`config.mk`:
```
export PLATFORM = sky130hd
export DESIGN_NAME = sync_serial_chan
export DESIGN_NICKNAME = d
export VERILOG_FILES = /design/src/rtl/ssc_pkg.sv /design/src/rtl/ssc_sync_gen.sv /design/src/rtl/ssc_tx.sv /design/src/rtl/ssc_rx.sv /design/src/rtl/sync_serial_chan.sv
export SDC_FILE = /design/constraint.sdc
export NUM_CORES = 1
export LEC_CHECK = 0
export BUFFER_PORTS_ARGS = -buffer_cell sky130_fd_sc_hd__buf_2
export CAP_MARGIN = 20
export CORE_UTILIZATION = 30
export CTS_BUF_LIST = sky130_fd_sc_hd__clkbuf_8
export DETAILED_ROUTE_END_ITERATION = 8
export PLACE_DENSITY_LB_ADDON = 0.05
export SLEW_MARGIN = 20
export SYNTH_ARGS = -nofsm -noshare
export SYNTH_HDL_FRONTEND = slang
export SYNTH_SLANG_ARGS = --single-unit
```
`constraint.sdc`:
```
create_clock -name clk -period 2.29 [get_ports clk]
set_input_delay 0.1145 -clock clk [delete_from_list [all_inputs] [get_ports clk]]
set_output_delay 0.1145 -clock clk [all_outputs]
set_load 0.01 [all_outputs]
```
`src/rtl/ssc_pkg.sv`:
```
package ssc_pkg;
    typedef enum logic {
        MODE_PIN  = 1'b0,
        MODE_SLOT = 1'b1
    } sync_mode_e;

    localparam int DIR_TX = 0;
    localparam int DIR_RX = 1;
    localparam int N_DIR  = 2;
endpackage

```
`src/rtl/ssc_sync_gen.sv`:
```
module ssc_sync_gen
    import ssc_pkg::*;
(
    input  logic             clk,
    input  logic             rst_n,
    input  logic             mode_slot,
    input  logic             sync_n,
    input  logic [N_DIR-1:0] slot_strobe,
    output logic [N_DIR-1:0] event_o
);
    typedef struct packed {
        logic prev;
    } sg_state_t;

    sg_state_t  st_d, st_q;
    logic       pin_fall;
    sync_mode_e mode;

    always_comb begin
        st_d      = st_q;
        st_d.prev = sync_n;
        mode      = sync_mode_e'(mode_slot);
        pin_fall  = st_q.prev & ~sync_n;
    end

    for (genvar g = 0; g < N_DIR; g++) begin : g_dir
        assign event_o[g] = (mode == MODE_SLOT) ? slot_strobe[g] : pin_fall;
    end

    always_ff @(posedge clk or negedge rst_n) begin
        if (!rst_n) st_q <= '{prev: 1'b1};
        else        st_q <= st_d;
    end
endmodule

```
`src/rtl/ssc_tx.sv`:
```
module ssc_tx #(
    parameter int MAXL = 16,
    parameter int LW   = 5
) (
    input  logic            clk,
    input  logic            rst_n,
    input  logic            en,
    input  logic            sync_ev,
    input  logic [LW-1:0]   char_len,
    input  logic [MAXL-1:0] tx_data,
    input  logic            tx_valid,
    output logic            tx_ready,
    output logic            txd
);
    typedef struct packed {
        logic            synced;
        logic [LW-1:0]   cnt;
        logic [MAXL-1:0] shreg;
        logic [MAXL-1:0] hold;
        logic            hold_v;
    } tx_state_t;

    tx_state_t   st_d, st_q;
    logic [LW-1:0] lim;
    logic          last_bit;
    logic          load;
    logic          take;

    always_comb begin
        st_d     = st_q;
        lim      = char_len - LW'(1);
        last_bit = (st_q.cnt == lim);
        load     = 1'b0;
        take     = tx_valid & ~st_q.hold_v;

        if (take) begin
            st_d.hold   = tx_data;
            st_d.hold_v = 1'b1;
        end

        if (!en) begin
            st_d.synced = 1'b0;
        end else if (!st_q.synced) begin
            if (sync_ev) begin
                st_d.synced = 1'b1;
                load        = 1'b1;
            end
        end else if (last_bit) begin
            load = 1'b1;
        end else begin
            st_d.shreg = {1'b1, st_q.shreg[MAXL-1:1]};
            st_d.cnt   = st_q.cnt + LW'(1);
        end

        if (load) begin
            st_d.cnt = '0;
            if (st_q.hold_v) begin
                st_d.shreg  = st_q.hold;
                st_d.hold_v = 1'b0;
            end else begin
                st_d.shreg = '1;
            end
        end
    end

    assign tx_ready = ~st_q.hold_v;
    assign txd      = st_q.synced ? st_q.shreg[0] : 1'b1;

    always_ff @(posedge clk or negedge rst_n) begin
        if (!rst_n) begin
            st_q <= '{synced: 1'b0, cnt: '0, shreg: '1, hold: '0, hold_v: 1'b0};
        end else begin
            st_q <= st_d;
        end
    end

    a_r9_tx_off_idle: assert property (@(posedge clk) disable iff (!rst_n)
        !en |=> txd);
    a_r6_take_blocks: assert property (@(posedge clk) disable iff (!rst_n)
        (tx_valid && tx_ready) |=> !tx_ready);
    a_r6_ready_rise_enabled: assert property (@(posedge clk) disable iff (!rst_n)
        $rose(tx_ready) |-> $past(en));
endmodule

```
`src/rtl/ssc_rx.sv`:
```
module ssc_rx #(
    parameter int MAXL = 16,
    parameter int LW   = 5
) (
    input  logic            clk,
    input  logic            rst_n,
    input  logic            en,
    input  logic            hunt,
    input  logic            sync_ev,
    input  logic [LW-1:0]   char_len,
    input  logic            rxd,
    output logic [MAXL-1:0] rx_data,
    output logic            rx_valid
);
    typedef struct packed {
        logic            synced;
        logic [LW-1:0]   cnt;
        logic [MAXL-1:0] acc;
        logic [MAXL-1:0] out;
        logic            vld;
    } rx_state_t;

    rx_state_t       st_d, st_q;
    logic [LW-1:0]   lim;
    logic [MAXL-1:0] merged;

    always_comb begin
        st_d     = st_q;
        st_d.vld = 1'b0;
        lim      = char_len - LW'(1);
        merged   = st_q.acc | ({{(MAXL-1){1'b0}}, rxd} << st_q.cnt);

        if (!en || hunt) begin
            st_d.synced = 1'b0;
        end else if (!st_q.synced) begin
            if (sync_ev) begin
                st_d.synced = 1'b1;
                st_d.cnt    = '0;
                st_d.acc    = '0;
            end
        end else if (st_q.cnt == lim) begin
            st_d.out = merged;
            st_d.vld = 1'b1;
            st_d.cnt = '0;
            st_d.acc = '0;
        end else begin
            st_d.acc = merged;
            st_d.cnt = st_q.cnt + LW'(1);
        end
    end

    assign rx_data  = st_q.out;
    assign rx_valid = st_q.vld;

    always_ff @(posedge clk or negedge rst_n) begin
        if (!rst_n) begin
            st_q <= '{synced: 1'b0, cnt: '0, acc: '0, out: '0, vld: 1'b0};
        end else begin
            st_q <= st_d;
        end
    end

    a_r8_hunt_quiet: assert property (@(posedge clk) disable iff (!rst_n)
        hunt |=> !rx_valid);
    a_r9_rx_valid_needs_en: assert property (@(posedge clk) disable iff (!rst_n)
        rx_valid |-> $past(en));
endmodule

```
`src/rtl/sync_serial_chan.sv`:
```
module sync_serial_chan
    import ssc_pkg::*;
#(
    parameter int MAX_LEN = 16,
    parameter int LEN_W   = $clog2(MAX_LEN + 1)
) (
    input  logic               clk,
    input  logic               rst_n,
    input  logic               mode_slot,
    input  logic               sync_n,
    input  logic               slot_tx,
    input  logic               slot_rx,
    input  logic [LEN_W-1:0]   char_len,
    input  logic               tx_en,
    input  logic               rx_en,
    input  logic               hunt,
    input  logic [MAX_LEN-1:0] tx_data,
    input  logic               tx_valid,
    output logic               tx_ready,
    output logic               txd,
    input  logic               rxd,
    output logic [MAX_LEN-1:0] rx_data,
    output logic               rx_valid
);
    logic [N_DIR-1:0] strobes;
    logic [N_DIR-1:0] events;

    assign strobes[DIR_TX] = slot_tx;
    assign strobes[DIR_RX] = slot_rx;

    ssc_sync_gen u_sync (
        .clk        (clk),
        .rst_n      (rst_n),
        .mode_slot  (mode_slot),
        .sync_n     (sync_n),
        .slot_strobe(strobes),
        .event_o    (events)
    );

    ssc_tx #(.MAXL(MAX_LEN), .LW(LEN_W)) u_tx (
        .clk     (clk),
        .rst_n   (rst_n),
        .en      (tx_en),
        .sync_ev (events[DIR_TX]),
        .char_len(char_len),
        .tx_data (tx_data),
        .tx_valid(tx_valid),
        .tx_ready(tx_ready),
        .txd     (txd)
    );

    ssc_rx #(.MAXL(MAX_LEN), .LW(LEN_W)) u_rx (
        .clk     (clk),
        .rst_n   (rst_n),
        .en      (rx_en),
        .hunt    (hunt),
        .sync_ev (events[DIR_RX]),
        .char_len(char_len),
        .rxd     (rxd),
        .rx_data (rx_data),
        .rx_valid(rx_valid)
    );
endmodule

```
==> flow_metrics.env <==
export IMPL_syn_inst=335
export IMPL_tritoncts="built"
export IMPL_p_leak_nw=2.05
export IMPL_overflow=0
export IMPL_worst_setup_path_start_kind="register"
export IMPL_clock_sinks=79
export IMPL_post_cts_setup_buffers=0
export IMPL_drt_initial_drc_count=70
export IMPL_chipWidth_um=113
export IMPL_path_depth=7
export IMPL_grtUsageTotal_pct=13.4
export IMPL_finalSetupViolations=0
export IMPL_die_h_um=113
export IMPL_syn_num_nets=370
export IMPL_r2r_cells=7
export IMPL_power_total_mw=3.93
export IMPL_synthArstFlopShare_pct=100
export IMPL_synthTopCellsByArea="dfrtp_1 42%, dfstp_2 12%, mux2_2 4.9%"
export IMPL_synth_cell_area_um2=3710
export IMPL_maxCapViolCount=0
export IMPL_vias=2595
export IMPL_clock_path_buffers=2
export IMPL_path_clk_slew_ns=0.08
export IMPL_skew_ns=0.00796
export IMPL_fin_setup_tns_ns=0
export IMPL_ys_types=45
export IMPL_min_path_cells=4
export IMPL_path_max_fanout=17
export IMPL_final_hold_violation_count=0
export IMPL_finalCritPeriodShare_pct=85.8
export IMPL_antenna_cells=0
export IMPL_fillers=1218
export IMPL_rsz0062_at_grt="false"
export IMPL_gp_congestion=0.714
export IMPL_io_pins=51
export IMPL_drcViolationCount=0
export IMPL_arrival_ns=2.25
export IMPL_portBuffers=50
export IMPL_dieArea_um2=12800
export IMPL_yosysMostFrequentCell="dfrtp_1"
export IMPL_grt_antenna_before_repair=0
export IMPL_cts_buffers=9
export IMPL_required_ns=2.57
export IMPL_worst_slew_pin_slew_ns=0.638
export IMPL_synth_edf_count=0
export IMPL_powerDensity_nw_per_um2=876
export IMPL_wl_mm=7.97
export IMPL_vias_per_cell=4.78
export IMPL_status="finished clean"
export IMPL_worst_path_buf_inv=1
export IMPL_clk_latency_ns=0.35
export IMPL_reg2reg_from="u_rx.st_q[35]"
export IMPL_worstSetupEndpointType="register"
export IMPL_critPathMaxStageDelay_ns=0.48
export IMPL_antenna_left=0
export IMPL_layout_nets=426
export IMPL_min_from="hunt"
export IMPL_fmax_ghz=0.509
export IMPL_max_slew_margin_pct=57.4
export IMPL_dp_hpwl_mm=5.36
export IMPL_grt_pass1_vias=2570
export IMPL_drive_gt1_share_pct=29.3
export IMPL_start_util_pct=30.9
export IMPL_synth_ff_type="dfrtp_1"
export IMPL_rows=40
export IMPL_irDropWorstVdd_mv=0.435
export IMPL_hold_end="u_rx.st_q[38]"
export IMPL_area_growth_pct=21.1
export IMPL_hold_class="in2reg"
export IMPL_path_class="reg2reg"
export IMPL_r2r_slack_ns=0.33
export IMPL_yosysSeqAreaShare_pct=53.9
export IMPL_grt_max_degree=46
export IMPL_drtPass1Iterations=4
export IMPL_wire_per_inst_um=14.7
export IMPL_avgSynthCellArea_um2=11.1
export IMPL_clockRootBuffer="clkbuf_8"
export IMPL_crit_family="simple AND/OR/NAND/NOR gates"
export IMPL_core_um2=12000
export IMPL_synth_top_area_share_pct=41.8
export IMPL_slew_violations=0
export IMPL_synth_seq_cells=79
export IMPL_htree_levels=3
export IMPL_synth_largest_area_cell="dfrtp_1"
export IMPL_r2r_end="u_rx.st_q[27]"
export IMPL_grt_first_pass_wirelength_mm=13.2
export IMPL_crit_chain="xnor3_1 -> nand3_1 -> and3b_1 -> nor2_2 -> buf_4 -> a31oi_1 -> nor2_1"
export IMPL_post_route_min_period_ns=1.96
export IMPL_yosys_warnings=0
export IMPL_synthTopCellsByCount="62 x dfrtp_1, 38 x nor2_1, 35 x a21oi_1"
export IMPL_slowest_stage="dfrtp_1"
-- report_power, final --
| part | total (mW) | switching [mW] | internal, mW |
|---|---|---|---|
| combinational | 0.644 | 0.266 | 0.378 |
| clock | 1.38 | 0.520 | 0.863 |
| sequential | 1.91 | 0.165 | 1.74 |
| total | 3.93 | 0.952 | 2.98 |
-- worst min-delay path, stage by stage --
cell and delay, ns:
buf_2 0.08, nor2b_1 0.06, nand2_1 0.19, inv_1 0.08
-- worst max path at each step --
stage | to | startpoint | slack (ns)
2_1_floorplan | u_tx.st_q[23] | u_tx.st_q[35] | 0.44
3_3_place_gp | u_rx.st_q[33] | char_len[0] | 0.28
3_5_place_dp | u_rx.rx_data[4] | char_len[0] | 0.27
4_1_cts | u_rx.st_q[27] | u_rx.st_q[35] | 0.29
5_1_grt | u_rx.st_q[28] | u_rx.st_q[35] | 0.13
6_report | u_rx.st_q[27] | u_rx.st_q[35] | 0.33
-- final cells by class --
class,instances,area [um^2],area share [%]
clock buffers,10,138,3.07
flip-flops and latches,79,2000,44.5
well taps,147,184,4.10
clock inverters,6,133,2.95
multi-input cells,214,1460,32.4
inverters,6,22.5,0.502
repair buffers,81,558,12.4
-- layout by cell type, fill, tap and decap left out, types with 15 or more instances in the layout --
master	count
nor2_1	38
o21a_1	16
dfstp_2	17
mux2_2	16
a31oi_1	17
a21oi_1	35
buf_2	49
o22a_1	15
dfrtp_1	62
dlygate4sd3_1	19
-- metal layers --
layer / vias up / share of wire, % / GRT usage (%)
li1: 1283 / - / -
met3: 7 / 2.3 / 3.59
met5: - / 0 / 0
met4: 0 / 1.1 / 3.95
met2: 36 / 50 / 22.9
met1: 1269 / 47 / 16.7
-- stage by stage --
step | utilization (%) | setup slack (ns) | area (um^2) | instances | hold slack [ns]
after CTS | 37.4 | 0.293 | 4490 | 543 | 0.205
final | 37.4 | 0.325 | 4490 | 543 | 0.224
after detailed placement | 33.5 | 0.272 | 4030 | 508 | 0.123
after global routing | 37.4 | 0.128 | 4490 | 543 | 0.249
after floorplan | - | 0.438 | 3710 | 335 | -0.181
after global placement | 33.5 | 0.275 | 4030 | 508 | 0.122
-- repair_timing --
action / 4_1_cts / 5_1_grt
resized for setup: 0 / 0
hold endpoints to repair: 37 / 0
hold buffers: 19 / 0
-- cell families (layout without fill, tap and decap cells) --
kind of cell,Yosys count,count (layout),synth area share (%)
AO/OA/AOI/OAI,103,103,19.3
XOR/XNOR,13,13,3.44
flip-flops,79,79,53.9
buffers and inverters,42,103,6.88
adder cells (fa/ha/maj),3,3,1.01
multiplexers,17,17,5.13
AND/OR/NAND/NOR,78,78,10.4
-- sequential cells by signal, indices dropped and copies added (netlist names) --
| signal | count |
|---|---|
| u_rx.rx_data | 16 |
| u_sync.st_q | 1 |
| u_rx.rx_valid | 1 |
| u_tx.st_q | 39 |
| u_rx.st_q | 22 |
Power figures use the tool's default switching activity.
